`config.mk`:
```
export PLATFORM = sky130hd
export DESIGN_NAME = pwrsync_top
export DESIGN_NICKNAME = d
export VERILOG_FILES = /design/src/rtl/pwrsync_pkg.sv /design/src/rtl/pwrsync_ctrl.sv /design/src/rtl/pwrsync_datapath.sv /design/src/rtl/pwrsync_top.sv
export SDC_FILE = /design/constraint.sdc
export NUM_CORES = 1
export LEC_CHECK = 0
export BUFFER_PORTS_ARGS = -buffer_cell sky130_fd_sc_hd__buf_2
export CAP_MARGIN = 10
export CORE_MARGIN = 2
export CORE_UTILIZATION = 40
export DETAILED_ROUTE_END_ITERATION = 8
export SLEW_MARGIN = 30
export SYNTH_ARGS = -nofsm -noshare
export SYNTH_HDL_FRONTEND = slang
export SYNTH_SLANG_ARGS = --single-unit
```
`constraint.sdc`:
```
create_clock -name clk -period 4.8 [get_ports clk]
set_input_delay 0.24 -clock clk [delete_from_list [all_inputs] [get_ports clk]]
set_output_delay 0.24 -clock clk [all_outputs]
set_load 0.005 [all_outputs]
```
`src/rtl/pwrsync_pkg.sv`:
```
package pwrsync_pkg;
  localparam int CFG_WORDS   = 16;
  localparam int CFG_ADDR_W  = $clog2(CFG_WORDS);
  localparam int WORD_W      = 16;
  localparam int DIV_COUNT   = 5;
  localparam int DIV_W       = 8;
  localparam int CTRL_ADDR   = 8;
  localparam int SLEEP_BIT   = 7;
  localparam int SYNC_BIT    = 8;
  localparam int AUTO_HOLD   = 2;
  localparam int SYNC_STAGES = 2;
  localparam logic [WORD_W-1:0] CTRL_IDLE = WORD_W'((1 << SLEEP_BIT) | (1 << SYNC_BIT));

  typedef enum logic [1:0] {
    MODE_NORMAL = 2'd0,
    MODE_SYNC   = 2'd1,
    MODE_SLEEP  = 2'd2,
    MODE_PD     = 2'd3
  } mode_t;

  typedef struct packed {
    logic                  copyWe;
    logic [CFG_ADDR_W-1:0] copyIdx;
    logic                  wrAccept;
    logic                  divRun;
  } ctrlStrobes_t;

  // Nonvolatile image content, computed per word
  function automatic logic [WORD_W-1:0] nvWord(input int idx);
    if (idx < DIV_COUNT)       return WORD_W'(idx + 2);
    else if (idx == CTRL_ADDR) return CTRL_IDLE;
    else                       return WORD_W'(16'h5A00 | idx);
  endfunction
endpackage

```
`src/rtl/pwrsync_ctrl.sv`:
```
module pwrsync_ctrl
  import pwrsync_pkg::*;
(
  input  logic                  clk,
  input  logic                  rstN,
  input  logic                  pdPinN,
  input  logic                  syncPinN,
  input  logic                  loadEn,
  input  logic                  wrEn,
  input  logic [CFG_ADDR_W-1:0] wrAddr,
  input  logic                  sleepN,
  input  logic                  syncN,
  output ctrlStrobes_t          strobes,
  output mode_t                 mode,
  output logic                  busy,
  output logic                  pllEn,
  output logic                  bufEn
);
  localparam int HOLD_W = $clog2(AUTO_HOLD + 1);
  localparam logic [CFG_ADDR_W-1:0] LAST_IDX = CFG_ADDR_W'(CFG_WORDS - 1);
  localparam logic [CFG_ADDR_W-1:0] DIV_LIMIT = CFG_ADDR_W'(DIV_COUNT);

  logic [SYNC_STAGES-1:0] pdPipe, syncPipe, ldPipe;
  logic pdSync, pdSyncQ, syncPinSync, loadAtRise, pdRise;
  logic [CFG_ADDR_W-1:0] copyIdx;
  logic [HOLD_W-1:0] autoCnt;
  logic wrAccept, divWrite;

  // Pin synchronisers
  always_ff @(posedge clk or negedge rstN) begin
    if (!rstN) begin
      pdPipe   <= '1;
      syncPipe <= '1;
      ldPipe   <= '0;
      pdSyncQ  <= 1'b1;
    end else begin
      pdPipe   <= {pdPipe[SYNC_STAGES-2:0], pdPinN};
      syncPipe <= {syncPipe[SYNC_STAGES-2:0], syncPinN};
      ldPipe   <= {ldPipe[SYNC_STAGES-2:0], loadEn};
      pdSyncQ  <= pdSync;
    end
  end

  assign pdSync      = pdPipe[SYNC_STAGES-1];
  assign syncPinSync = syncPipe[SYNC_STAGES-1];
  assign loadAtRise  = ldPipe[SYNC_STAGES-1];
  assign pdRise      = pdSync & ~pdSyncQ;
  assign wrAccept    = wrEn & ~busy;
  assign divWrite    = wrAccept && (wrAddr < DIV_LIMIT);

  // Configuration copy sequencer
  always_ff @(posedge clk or negedge rstN) begin
    if (!rstN) begin
      busy    <= 1'b0;
      copyIdx <= '0;
    end else if (pdRise && loadAtRise) begin
      busy    <= 1'b1;
      copyIdx <= '0;
    end else if (busy) begin
      copyIdx <= copyIdx + 1'b1;
      if (copyIdx == LAST_IDX) busy <= 1'b0;
    end
  end

  // Automatic sync window after a divider write
  always_ff @(posedge clk or negedge rstN) begin
    if (!rstN)                autoCnt <= '0;
    else if (divWrite)        autoCnt <= HOLD_W'(AUTO_HOLD);
    else if (autoCnt != '0)   autoCnt <= autoCnt - 1'b1;
  end

  always_comb begin
    if (!pdSync)                                              mode = MODE_PD;
    else if (!sleepN)                                         mode = MODE_SLEEP;
    else if (!syncN || !syncPinSync || autoCnt != '0 || busy) mode = MODE_SYNC;
    else                                                      mode = MODE_NORMAL;
  end

  assign pllEn = (mode == MODE_NORMAL) || (mode == MODE_SYNC);
  assign bufEn = (mode == MODE_NORMAL);

  always_comb begin
    strobes.copyWe   = busy;
    strobes.copyIdx  = copyIdx;
    strobes.wrAccept = wrAccept;
    strobes.divRun   = (mode == MODE_NORMAL);
  end

  AST_COPY_NEEDS_LOAD: assert property (@(posedge clk) disable iff (!rstN)
    $rose(busy) |-> $past(loadAtRise)) else $error("copy without load-enable");
  AST_PD_OVERRIDES: assert property (@(posedge clk) disable iff (!rstN)
    !pdSync |-> (!pllEn && !bufEn && !strobes.divRun)) else $error("power-down leak");
  AST_SLEEP_OVER_SYNC: assert property (@(posedge clk) disable iff (!rstN)
    (pdSync && !sleepN) |-> !pllEn) else $error("sleep lost to sync");
  AST_AUTO_HOLD: assert property (@(posedge clk) disable iff (!rstN)
    divWrite |=> !strobes.divRun) else $error("divider write did not hold");
endmodule

```
`src/rtl/pwrsync_datapath.sv`:
```
module pwrsync_datapath
  import pwrsync_pkg::*;
(
  input  logic                  clk,
  input  logic                  rstN,
  input  ctrlStrobes_t          strobes,
  input  logic [CFG_ADDR_W-1:0] wrAddr,
  input  logic [WORD_W-1:0]     wrData,
  input  logic [CFG_ADDR_W-1:0] rdAddr,
  output logic [WORD_W-1:0]     rdData,
  output logic                  sleepN,
  output logic                  syncN,
  output logic [DIV_COUNT-1:0]  divTick
);
  logic [WORD_W-1:0] workRegs [CFG_WORDS];
  logic [WORD_W-1:0] nvStore  [CFG_WORDS];

  for (genvar g = 0; g < CFG_WORDS; g++) begin : gNv
    assign nvStore[g] = nvWord(g);
  end

  always_ff @(posedge clk or negedge rstN) begin
    if (!rstN) begin
      for (int i = 0; i < CFG_WORDS; i++)
        workRegs[i] <= (i == CTRL_ADDR) ? CTRL_IDLE : '0;
    end else if (strobes.copyWe) begin
      workRegs[strobes.copyIdx] <= nvStore[strobes.copyIdx];
    end else if (strobes.wrAccept) begin
      workRegs[wrAddr] <= wrData;
    end
  end

  assign rdData = workRegs[rdAddr];
  assign sleepN = workRegs[CTRL_ADDR][SLEEP_BIT];
  assign syncN  = workRegs[CTRL_ADDR][SYNC_BIT];

  for (genvar d = 0; d < DIV_COUNT; d++) begin : gDiv
    logic [DIV_W-1:0] divVal, effDiv, divCnt;
    assign divVal = workRegs[d][DIV_W-1:0];
    assign effDiv = (divVal == '0) ? DIV_W'(1) : divVal;

    always_ff @(posedge clk or negedge rstN) begin
      if (!rstN)                       divCnt <= '0;
      else if (!strobes.divRun)        divCnt <= '0;
      else if (divCnt >= effDiv - 1'b1) divCnt <= '0;
      else                             divCnt <= divCnt + 1'b1;
    end

    assign divTick[d] = strobes.divRun && (divCnt == '0);

    AST_COUNT_BOUND: assert property (@(posedge clk) disable iff (!rstN)
      strobes.divRun |-> (divCnt < effDiv)) else $error("divider count out of range");
  end

  AST_ALIGNED_START: assert property (@(posedge clk) disable iff (!rstN)
    $rose(strobes.divRun) |-> (&divTick)) else $error("dividers not aligned");
endmodule

```
`src/rtl/pwrsync_top.sv`:
```
module pwrsync_top
  import pwrsync_pkg::*;
(
  input  logic                  clk,
  input  logic                  rstN,
  input  logic                  pdPinN,
  input  logic                  syncPinN,
  input  logic                  loadEn,
  input  logic                  wrEn,
  input  logic [CFG_ADDR_W-1:0] wrAddr,
  input  logic [WORD_W-1:0]     wrData,
  input  logic [CFG_ADDR_W-1:0] rdAddr,
  output logic [WORD_W-1:0]     rdData,
  output logic                  pllEn,
  output logic                  divEn,
  output logic                  bufEn,
  output logic [DIV_COUNT-1:0]  divTick,
  output logic                  cfgBusy,
  output logic [1:0]            mode
);
  ctrlStrobes_t strobes;
  mode_t        modeInt;
  logic         sleepN, syncN;

  pwrsync_ctrl u_ctrl (
    .clk(clk), .rstN(rstN), .pdPinN(pdPinN), .syncPinN(syncPinN), .loadEn(loadEn),
    .wrEn(wrEn), .wrAddr(wrAddr), .sleepN(sleepN), .syncN(syncN),
    .strobes(strobes), .mode(modeInt), .busy(cfgBusy), .pllEn(pllEn), .bufEn(bufEn)
  );

  pwrsync_datapath u_dp (
    .clk(clk), .rstN(rstN), .strobes(strobes), .wrAddr(wrAddr), .wrData(wrData),
    .rdAddr(rdAddr), .rdData(rdData), .sleepN(sleepN), .syncN(syncN), .divTick(divTick)
  );

  assign divEn = strobes.divRun;
  assign mode  = modeInt;
endmodule

```
==> impl_metrics.toml <==
[status]
status = "completed"

[finish]
fillers = 3787
final_util = 0.450
postLayoutCellArea_sq_mm = 0.0184
final_cell_mix = "302 x dfrtp_1, 211 x nand2_1, 152 x o31ai_1"
n_antenna_cell = 0
drive_above_1_share = 0.144
final_common_cell = "dfrtp_1"
nets = 1613
synthToLayoutAreaGrowth_pct = 11.1
multi_input_area_sq_mm = 0.00814
layout.area.seq_sq_mm = 0.00777

[route]
final_antenna_net_count = 0
drc_errors = 0
drt_iter0_markers = 1292
routed_wl_microns = 48200
vias = 12732
drt-vias-per-instance = 6.13
dr.pass1.iters = 7
routedWlPerCell_microns = 23.2

[sta]
period_share = 0.685
rsz0062_at_grt = "no"
slew_headroom = 0.310
layout_setup_ws_ps = 1510
worst_slew_pin_slew_ps = 1030
fmax_ghz = 0.304
hold_viol_final = 0
setup_viol = 0
tns_ps = 0
holdWs_ps = 42.8
fin_skew_ps = 25.8
slew_viol_final = 0
layout_min_cycle_time_ps = 3290

[cts]
cts_tree = "done"
clock_latency_ps = 530
clockRootBuffer = "clkbuf_16"
clk_pin_slew_ps = 60
htree_levels = 2
cts_setup_buffers = 0
numClockSinks = 310
clock_path_buffers = 3
cts_made_buffers = 35

[synthesis]
syn_area_sq_mm = 0.0165
yosys.area.top_type = "dfrtp_1"
synth_edf_count = 0
synthXorXnorAreaFrac = 0.0259
synth_compound_area_frac = 0.168
yosysWarnings = 0
synth_top_family_by_area = "compound AO/OA/AOI/OAI gates"
syn_area_per_cell_sq_um = 10.9
seq_area_frac_synth = 0.469
synth_simple_gate_area_share = 0.151
synth_top_cell_area_share = 0.458
muxShareOfSynthArea = 0.0986
ys_ff_latch = 310
async_flop_share = 1.00
synth.area.top_cells = "dfrtp_1 46%, mux4_2 8.7%, o31ai_1 6.9%"
ys_types = 62
synth_adder_area_share = 0.0469
syn_inst = 1522
synthFlopType = "dfrtp_1"
syn-num-nets = 1614

[placement]
pre_cts_ws_ps = 1510
place_congestion = 0.850
placed_area_sq_mm = 0.0171
place.port_buffers = 56
dp_hpwl_microns = 32200

[global_routing]
grt_use_total = 0.224
globalRouteMet3Util = 0.0466
grt_pass1_wl_microns = 75500
first_global_vias = 12755
grt.overflow.total = 0
use_met1 = 0.312
grt_busiest_layer = "met2"
antenna_found_initial = 1
grt_max_degree = 111
grt_util_met2 = 0.343

[worst_setup_path]
ff2ff_path_depth = 10
startpoint_type = "flip-flop"
cp_cell_sequence = "nor4_1, nor3b_1, a21oi_1, ha_1, nand2_1, xor2_1, ha_1, nand4_1, nor3_1, nor3b_1"
cpPeakStageDelay_ps = 730
path_delay_family = "simple AND/OR/NAND/NOR gates"
cp.required_ps = 5170
crit_fanout = 8
worstSetupEndpointType = "flip-flop"
worstPathArrival_ps = 3660
rr_startpoint = "u_dp.gDiv[1].divVal[3]"
cp-startpoint = "u_dp.gDiv[1].divVal[3]"
critPathKind = "flip-flop to flip-flop"
r2r_setup_slack_ps = 1510
rr_endpoint = "u_dp.gDiv[1].divCnt[1]"
worst-path-buf-inv = 0
cpMaxStageDelayCell = "nor3_1"

[die]
num_rows = 74
die_area_sq_mm = 0.0430
start_util = 0.405
coreArea_sq_mm = 0.0408
ios = 57
die_y_microns = 207
die_x_microns = 207

[min_path]
hp-start = "wrData[11]"
hold_depth = 3
hold_end = "u_dp.workRegs[59]"
hp-class = "primary input to flip-flop"

[pwr]
vdd.ir_drop.worst_mv = 0.307
power.share.sequential = 0.390
powerDensity_mw_per_mm2 = 503
p_sw_frac = 0.358
internal_power_uw = 5940
p_comb_frac = 0.317
cellLeakagePower_uw = 0.00769
power.clock.fraction = 0.293
power.switching_uw = 3300

[job]
cap_violations = 0
==> synthesized netlist by cell type (all sizes together) (24+ instances only) <==
library cell	n
nand3	32
nand2	211
xor2	25
nor2	54
a221o	51
mux4	64
xnor2	24
o31ai	152
nor3	69
ha	62
a22oi	45
buf	72
clkbuf	51
o21ai	30
inv	26
a21oi	36
dfrtp	303
==> state kept, by name (all words and copies together) (netlist names) <==
name / flops
u_ctrl.copyIdx: 4
u_dp.gDiv.divVal: 40
u_dp.gDiv.divCnt: 40
u_dp.workRegs: 214
u_ctrl.busy: 1
u_ctrl.pdSyncQ: 1
u_dp.sleepN: 1
u_ctrl.ldPipe: 2
u_ctrl.syncPipe: 2
u_ctrl.pdPipe: 2
u_dp.syncN: 1
u_ctrl.autoCnt: 2
==> final cells by class <==
type / count / share of cell area
clock inverters: 15 / 0.00899
inverters: 26 / 0.00531
well taps: 532 / 0.0362
repair buffers: 85 / 0.0306
multi-input cells: 1063 / 0.443
clock buffers: 47 / 0.0534
flip-flops and latches: 310 / 0.423
==> what timing repair did <==
action,in CTS,in global routing
hold buffers,7,0
hold endpoints to repair,87,0
resized for setup,0,0
==> metrics by stage <==
stage | power (uW) | instances
2_1_floorplan | 5640 | 1522
3_3_place_gp | 6440 | 2008
3_5_place_dp | 6510 | 2008
4_1_cts | 9250 | 2077
5_1_grt | 9760 | 2078
6_report | 9240 | 2078
==> worst register-to-register path, stage by stage, from the launching register on <==
cell and delay, ps:
dfrtp_1 450, nor4_1 440, nor3b_1 390, a21oi_1 160, ha_1 240, nand2_1 80
xor2_1 80, ha_1 320, nand4_1 100, nor3_1 730, nor3b_1 130
==> cells by family (layout without fill, tap and decap cells) <==
group / Yosys count / in the layout
XOR/XNOR: 49 / 49
buffers and inverters: 149 / 173
flip-flops: 310 / 310
AO/OA/AOI/OAI: 371 / 371
multiplexers: 83 / 83
adder cells (fa/ha/maj): 62 / 62
AND/OR/NAND/NOR: 498 / 498
==> worst max-delay path by stage <==
| stage | depth (start not counted) | to | slack, ps |
|---|---|---|---|
| 2_1_floorplan | 10 | u_dp.gDiv[2].divCnt[2] | 1980 |
| 3_3_place_gp | 10 | u_dp.gDiv[2].divCnt[6] | 1630 |
| 3_5_place_dp | 10 | u_dp.gDiv[1].divCnt[2] | 1510 |
| 4_1_cts | 10 | u_dp.gDiv[4].divCnt[6] | 1510 |
| 5_1_grt | 10 | u_dp.gDiv[1].divCnt[2] | 1150 |
| 6_report | 10 | u_dp.gDiv[1].divCnt[1] | 1510 |
==> layer usage <==
metal	routed length (microns)	share of wire
met5	13	0.00027
met2	21800	0.45
met3	3410	0.071
met1	21300	0.44
met4	1700	0.035
==> power groups by stage <==
stage / Combinational (uW) / Sequential (uW) / Clock, uW
floorplan: 2230 / 3410 / 0
global placement: 2830 / 3610 / 0
detailed placement: 2890 / 3620 / 0
CTS: 2910 / 3580 / 2760
global route: 3240 / 3660 / 2860
finish: 2930 / 3600 / 2710
(Power assumes the default switching activity.)
